## config.mk

```make
export PLATFORM = sky130hd
export DESIGN_NAME = cf_detect_reset
export DESIGN_NICKNAME = d
export VERILOG_FILES = /design/src/rtl/cfdr_pkg.sv /design/src/rtl/cfdr_sync2.sv /design/src/rtl/cfdr_pin_filter.sv /design/src/rtl/cfdr_presence.sv /design/src/rtl/cfdr_rst_gen.sv /design/src/rtl/cf_detect_reset.sv
export SDC_FILE = /design/constraint.sdc
export NUM_CORES = 1
export LEC_CHECK = 0
export BUFFER_PORTS_ARGS = -buffer_cell sky130_fd_sc_hd__buf_4
export CAP_MARGIN = 40
export CORE_ASPECT_RATIO = 0.6
export CORE_UTILIZATION = 60
export DETAILED_ROUTE_END_ITERATION = 7
export PLACE_DENSITY = 0.84
export SLEW_MARGIN = 20
export SYNTH_ARGS = -nofsm -noshare
export SYNTH_HDL_FRONTEND = slang
export SYNTH_HIERARCHICAL = 1
export SYNTH_SLANG_ARGS = --single-unit
```

## constraint.sdc

```tcl
create_clock -name clk -period 2.8 [get_ports clk]
set_input_delay 0.42 -clock clk [delete_from_list [all_inputs] [get_ports clk]]
set_output_delay 0.42 -clock clk [all_outputs]
set_load 0.01 [all_outputs]
```

## src/rtl/cfdr_pkg.sv

```systemverilog
package cfdr_pkg;

  localparam int REG_W = 8;

  typedef enum logic [1:0] {
    MODE_MEMORY = 2'd0,
    MODE_IO     = 2'd1,
    MODE_IDE    = 2'd2,
    MODE_RSVD   = 2'd3
  } card_mode_e;

  // status bit positions, decoded by software
  localparam int ST_CHANGED = 0;
  localparam int ST_DET_A   = 2;
  localparam int ST_DET_B   = 3;
  localparam int ST_READY   = 5;
  localparam int ST_IO_RDY  = 6;

  // control bit positions
  localparam int CT_MODE_LO = 0;
  localparam int CT_HOLD    = 3;
  localparam int CT_HOST_EN = 4;
  localparam int CT_PULSE   = 7;

  localparam int NUM_DET = 2;

  typedef struct packed {
    logic       host_en;
    logic       hold;
    card_mode_e mode;
  } ctrl_t;

endpackage

```

## src/rtl/cfdr_sync2.sv

```systemverilog
module cfdr_sync2 #(
  parameter int          W       = 1,
  parameter logic [W-1:0] RST_VAL = '0
) (
  input  logic         clk,
  input  logic         rst_n,
  input  logic [W-1:0] d,
  output logic [W-1:0] q
);
  logic [W-1:0] stage1;

  always_ff @(posedge clk or negedge rst_n) begin
    if (!rst_n) begin
      stage1 <= RST_VAL;
      q      <= RST_VAL;
    end else begin
      stage1 <= d;
      q      <= stage1;
    end
  end
endmodule

```

## src/rtl/cfdr_pin_filter.sv

```systemverilog
module cfdr_pin_filter #(
  parameter int FILT_LEN = 16
) (
  input  logic clk,
  input  logic rst_n,
  input  logic pin_raw,
  output logic level,
  output logic settled
);
  localparam int CNT_W = (FILT_LEN > 2) ? $clog2(FILT_LEN) : 1;
  localparam logic [CNT_W-1:0] LAST = CNT_W'(FILT_LEN - 1);

  logic             s_pin;
  logic             s_hist;
  logic [CNT_W-1:0] run_cnt;

  cfdr_sync2 #(.W(1), .RST_VAL(1'b1)) u_sync (
    .clk   (clk),
    .rst_n (rst_n),
    .d     (pin_raw),
    .q     (s_pin)
  );

  always_ff @(posedge clk or negedge rst_n) begin
    if (!rst_n) begin
      s_hist  <= 1'b1;
      run_cnt <= '0;
      level   <= 1'b1;
      settled <= 1'b0;
    end else begin
      s_hist <= s_pin;
      if (s_pin != s_hist) begin
        run_cnt <= '0;
      end else if (run_cnt != LAST) begin
        run_cnt <= run_cnt + 1'b1;
      end
      if ((s_pin == s_hist) && (run_cnt == LAST)) begin
        level   <= s_pin;
        settled <= 1'b1;
      end
    end
  end
endmodule

```

## src/rtl/cfdr_presence.sv

```systemverilog
module cfdr_presence #(
  parameter int N = 2
) (
  input  logic         clk,
  input  logic         rst_n,
  input  logic [N-1:0] lvl,
  input  logic [N-1:0] settled,
  input  logic         host_en,
  output logic         present,
  output logic         event_p
);
  logic primed;
  logic seated_now;

  assign seated_now = (lvl == '0);

  always_ff @(posedge clk or negedge rst_n) begin
    if (!rst_n) begin
      primed  <= 1'b0;
      present <= 1'b0;
      event_p <= 1'b0;
    end else begin
      event_p <= 1'b0;
      if (!primed) begin
        if (&settled) begin
          primed  <= 1'b1;
          present <= seated_now;
        end
      end else if (seated_now != present) begin
        present <= seated_now;
        event_p <= host_en;
      end
    end
  end
endmodule

```

## src/rtl/cfdr_rst_gen.sv

```systemverilog
module cfdr_rst_gen #(
  parameter int PULSE_LEN = 25000
) (
  input  logic clk,
  input  logic rst_n,
  input  logic enabled,
  input  logic abort,
  input  logic start,
  input  logic hold,
  output logic rst_out
);
  localparam int CW = $clog2(PULSE_LEN + 1);
  localparam logic [CW-1:0] LOAD = CW'(PULSE_LEN);

  logic [CW-1:0] remain;

  always_ff @(posedge clk or negedge rst_n) begin
    if (!rst_n) begin
      remain <= '0;
    end else if (!enabled || abort) begin
      remain <= '0;
    end else if (start) begin
      remain <= LOAD;
    end else if (remain != '0) begin
      remain <= remain - 1'b1;
    end
  end

  assign rst_out = hold | (remain != '0);
endmodule

```

## src/rtl/cf_detect_reset.sv

```systemverilog
module cf_detect_reset
  import cfdr_pkg::*;
#(
  parameter int FILT_LEN  = 16,
  parameter int PULSE_LEN = 25000
) (
  input  logic             clk,
  input  logic             rst_n,
  input  logic             det_a_pin,
  input  logic             det_b_pin,
  input  logic             rdy_pin,
  input  logic             io_rdy_pin,
  input  logic             reg_sel,
  input  logic             reg_we,
  input  logic [REG_W-1:0] reg_wdata,
  output logic [REG_W-1:0] reg_rdata,
  output logic             card_present,
  output logic             det_event,
  output logic             card_rst,
  output logic [1:0]       card_mode,
  output logic             host_en
);
  logic [NUM_DET-1:0] det_raw;
  logic [NUM_DET-1:0] det_lvl;
  logic [NUM_DET-1:0] det_settled;
  logic [1:0]         rdy_s;
  ctrl_t              ctl;
  logic               ctl_hold;
  logic               chg_flag;
  logic               ctl_wr;
  logic               st_wr;
  logic               dis_wr;
  logic               pulse_req;

  assign det_raw = {det_b_pin, det_a_pin};

  for (genvar i = 0; i < NUM_DET; i++) begin : g_det
    cfdr_pin_filter #(.FILT_LEN(FILT_LEN)) u_filt (
      .clk     (clk),
      .rst_n   (rst_n),
      .pin_raw (det_raw[i]),
      .level   (det_lvl[i]),
      .settled (det_settled[i])
    );
  end

  cfdr_sync2 #(.W(2), .RST_VAL(2'b00)) u_rdy_sync (
    .clk   (clk),
    .rst_n (rst_n),
    .d     ({io_rdy_pin, rdy_pin}),
    .q     (rdy_s)
  );

  cfdr_presence #(.N(NUM_DET)) u_pres (
    .clk     (clk),
    .rst_n   (rst_n),
    .lvl     (det_lvl),
    .settled (det_settled),
    .host_en (ctl.host_en),
    .present (card_present),
    .event_p (det_event)
  );

  assign ctl_wr = reg_we & reg_sel;
  assign st_wr  = reg_we & ~reg_sel;
  assign dis_wr = ctl_wr & ~reg_wdata[CT_HOST_EN];

  always_ff @(posedge clk or negedge rst_n) begin
    if (!rst_n) begin
      ctl <= '{host_en: 1'b0, hold: 1'b0, mode: MODE_MEMORY};
    end else if (ctl_wr) begin
      ctl.host_en <= reg_wdata[CT_HOST_EN];
      ctl.hold    <= reg_wdata[CT_HOLD];
      ctl.mode    <= card_mode_e'(reg_wdata[CT_MODE_LO +: 2]);
    end
  end

  always_ff @(posedge clk or negedge rst_n) begin
    if (!rst_n) begin
      chg_flag <= 1'b0;
    end else if (!ctl.host_en || dis_wr) begin
      chg_flag <= 1'b0;
    end else if (det_event) begin
      chg_flag <= 1'b1;
    end else if (st_wr && reg_wdata[ST_CHANGED]) begin
      chg_flag <= 1'b0;
    end
  end

  assign pulse_req = (ctl_wr && reg_wdata[CT_PULSE] && reg_wdata[CT_HOST_EN])
                   || (det_event && card_present);

  assign ctl_hold = ctl.hold;

  cfdr_rst_gen #(.PULSE_LEN(PULSE_LEN)) u_rst (
    .clk     (clk),
    .rst_n   (rst_n),
    .enabled (ctl.host_en),
    .abort   (dis_wr),
    .start   (pulse_req),
    .hold    (ctl_hold),
    .rst_out (card_rst)
  );

  always_comb begin
    reg_rdata = '0;
    if (reg_sel) begin
      reg_rdata[CT_MODE_LO +: 2] = ctl.mode;
      reg_rdata[CT_HOLD]         = ctl.hold;
      reg_rdata[CT_HOST_EN]      = ctl.host_en;
    end else begin
      reg_rdata[ST_CHANGED] = chg_flag;
      reg_rdata[ST_DET_A]   = det_lvl[0];
      reg_rdata[ST_DET_B]   = det_lvl[1];
      reg_rdata[ST_READY]   = rdy_s[0];
      reg_rdata[ST_IO_RDY]  = rdy_s[1];
    end
  end

  assign card_mode = ctl.mode;
  assign host_en   = ctl.host_en;
endmodule

```

==> reports/metrics.cfg <==
[cells_and_area]
fillers=230
final_area_mm2=0.002427
largest_registers=u_rst/remain: 15 flops, g_det.u_filt/run_cnt: 8 flops
multi_input_area_um2=915.9
layout_common_cells=37 x dfrtp_1, 27 x buf_4, 19 x nor2_1
n_antenna_cell=0
final_nets=240
drive_gt1_share_pct=27.93
final_common_cell=dfrtp_1
final_cell_count_no_fill=267
ff_latch_area_mm2=0.001136
largest_reg_flops=15
top_register=u_rst/remain
area.growth.synth_to_final_pct=14.52

[setup_path]
rr_worst_depth=5
path_buf_inv=2
crit_path_end_kind=output pin
rrSetupSlack_ns=0.58
max_stage_delay_ns=0.43
cpLargestDelayFamily=simple AND/OR/NAND/NOR gates
r2r-start=u_pres/event_p
worstPathRequired_ns=2.38
start_kind=flip-flop
path_class=reg2out
cpMaxStageDelayCell=dfrtp_1
arrival_ns=2.19
crit_fanout=9
r2r-end=u_rst/remain[6]
crit_chain=inv_1 -> ha_1 -> nor4b_1 -> nand4_2 -> or2_2 -> buf_4

[synthesis]
ys_seq_elements=45
async_flop_share_pct=100.0
synth_edf_count=0
yosys_warnings=6
synth-main-ff-cell=dfrtp_1
seq_area_frac_synth_pct=53.60
synth_area_mm2=0.002120
synth.distinct_cells=48
syn_area_per_cell_um2=11.04
syn-num-nets=211
synth_cells=192

[cts]
cts_hold_buf=0
cts.repair.resized=0
htree_levels=2
numClockSinks=45
cts_root_buffer=clkbuf_8
cts.reportedPaths.clkPinSlew_ns=0.08
clock_latency_ns=0.30
clockBufferDepth=2
cts-buffers-inserted=5
cts_setup_buffers=0
cts_tree=yes

[timing]
maxSlewHeadroom_pct=60.85
period_minus_slack_ns=2.609
hold_violations=0
period_share_pct=93.17
max_freq_mhz=383.3
fin_tns_setup_ns=0
final-setup-viol-count=0
worst_slew_pin_slew_ns=0.5812
rsz0062_at_grt=no
skew_ns=0.01255
drv_slew=0

[routing]
wl_per_cell_um=16.39
via_count=1605
vias_per_cell=6.011
drt-pass1-iter-count=4
drc=0
ant_nets=0
drtIter0Drc=194
wl_mm=4.375

[pwr]
total_leakage_power_nw=1.096
p_per_area_mw_per_mm2=778.7
peakVddDrop_v=0.0003994

[place]
dp_hpwl_mm=3.033
placed_area_mm2=0.002345
dpl.cell_count=259
gp_congestion=0.8431
portBuffers=25

[grt]
grt_pass1_vias=1452
antenna_found_initial=0
grt_overflow=0
grt_max_degree=46
grt_first_pass_wirelength_mm=6.893
grtUsageTotal_pct=26.17

[die]
die_h_um=48.04
core_region_area_mm2=0.003303
rows=16
die_x_um=78.73
start_util_pct=64.17
io_pins=30
dieArea_mm2=0.003782

[status]
status=complete, no violations

[flow_run]
cap_viol_max_count=0

[hold_path]
hp-class=in2async

==> worst register-to-register path, cell delays in order, from the launching register on <==
cell,delay (ns)
dfrtp_1,0.44
nand2_1,0.09
o21ai_0,0.22
or3b_2,0.67
or4b_2,0.67
nand2_1,0.08
==> Yosys cell counts, drive strengths merged (4+ instances only) <==
library cell	n	area share (%)
nand4	7	2.4
a31oi	4	1.2
dfrtp	37	44
dfstp	8	9.9
xor2	4	1.7
nand2	15	2.8
a21oi	10	2.4
nor3	8	1.9
nand3	8	3.1
nor2	19	3.4
mux2	7	3.7
inv	9	1.6
xnor2	4	1.7
nor3b	4	1.4
o21ai	4	0.94
==> worst max path at each step <==
stage | startpoint | to | cells past startpoint
6_report | u_rst/remain[0] | card_rst | 6
3_5_place_dp | reg_sel | u_rst/remain[6] | 6
4_1_cts | u_rst/remain[7] | card_rst | 4
5_1_grt | u_rst/remain[7] | card_rst | 4
2_1_floorplan | reg_sel | u_rst/remain[6] | 6
3_3_place_gp | reg_sel | u_rst/remain[6] | 6
==> power breakdown <==
group	total [W]	internal [W]	leakage (nW)	switching [W]
registers	0.000831	0.000735	0.570	0.0000962
clock network	0.000386	0.000173	0.0450	0.000213
logic	0.000673	0.000285	0.481	0.000387
==> cell families (layout without fill, tap and decap cells) <==
kind of cell	Yosys count	count (layout)	share of synthesized area [%]
mux	10	10	5.136
simple gates	82	82	23.73
flops	45	45	53.60
fa+ha+maj	3	3	1.771
buf+inv	14	44	3.187
xor+xnor	8	8	3.305
other cells	1	1	0.1769
compound gates	29	29	9.091
==> final cells by class <==
cell class | count | area share [%]
Multi-Input combinational cell | 133 | 37.73
Inverter | 9 | 1.392
Clock inverter | 2 | 0.4124
Clock buffer | 6 | 2.990
Tap cell | 45 | 2.320
Timing Repair Buffer | 27 | 8.350
Sequential cell | 45 | 46.80
==> stage by stage <==
step,hold slack [ns],util [%],power (W),setup slack [ns]
2_1_floorplan,0.1244,-,0.001299,0.7215
3_3_place_gp,0.3434,70.98,0.001440,0.4255
3_5_place_dp,0.3371,70.98,0.001497,0.3864
4_1_cts,0.1243,73.48,0.001884,0.2017
5_1_grt,0.1504,73.48,0.002000,0.02265
6_report,0.09990,73.48,0.001890,0.1912
==> per-layer routing <==
metal / track usage (%) / up-vias / wire [um]
met5: 0 / - / 0
li1: - / 740 / -
met1: 34.76 / 788 / 2065
met3: 6.476 / 14 / 250
met2: 42.26 / 63 / 1973
met4: 11.85 / 0 / 85
Power figures use the tool's default switching activity.
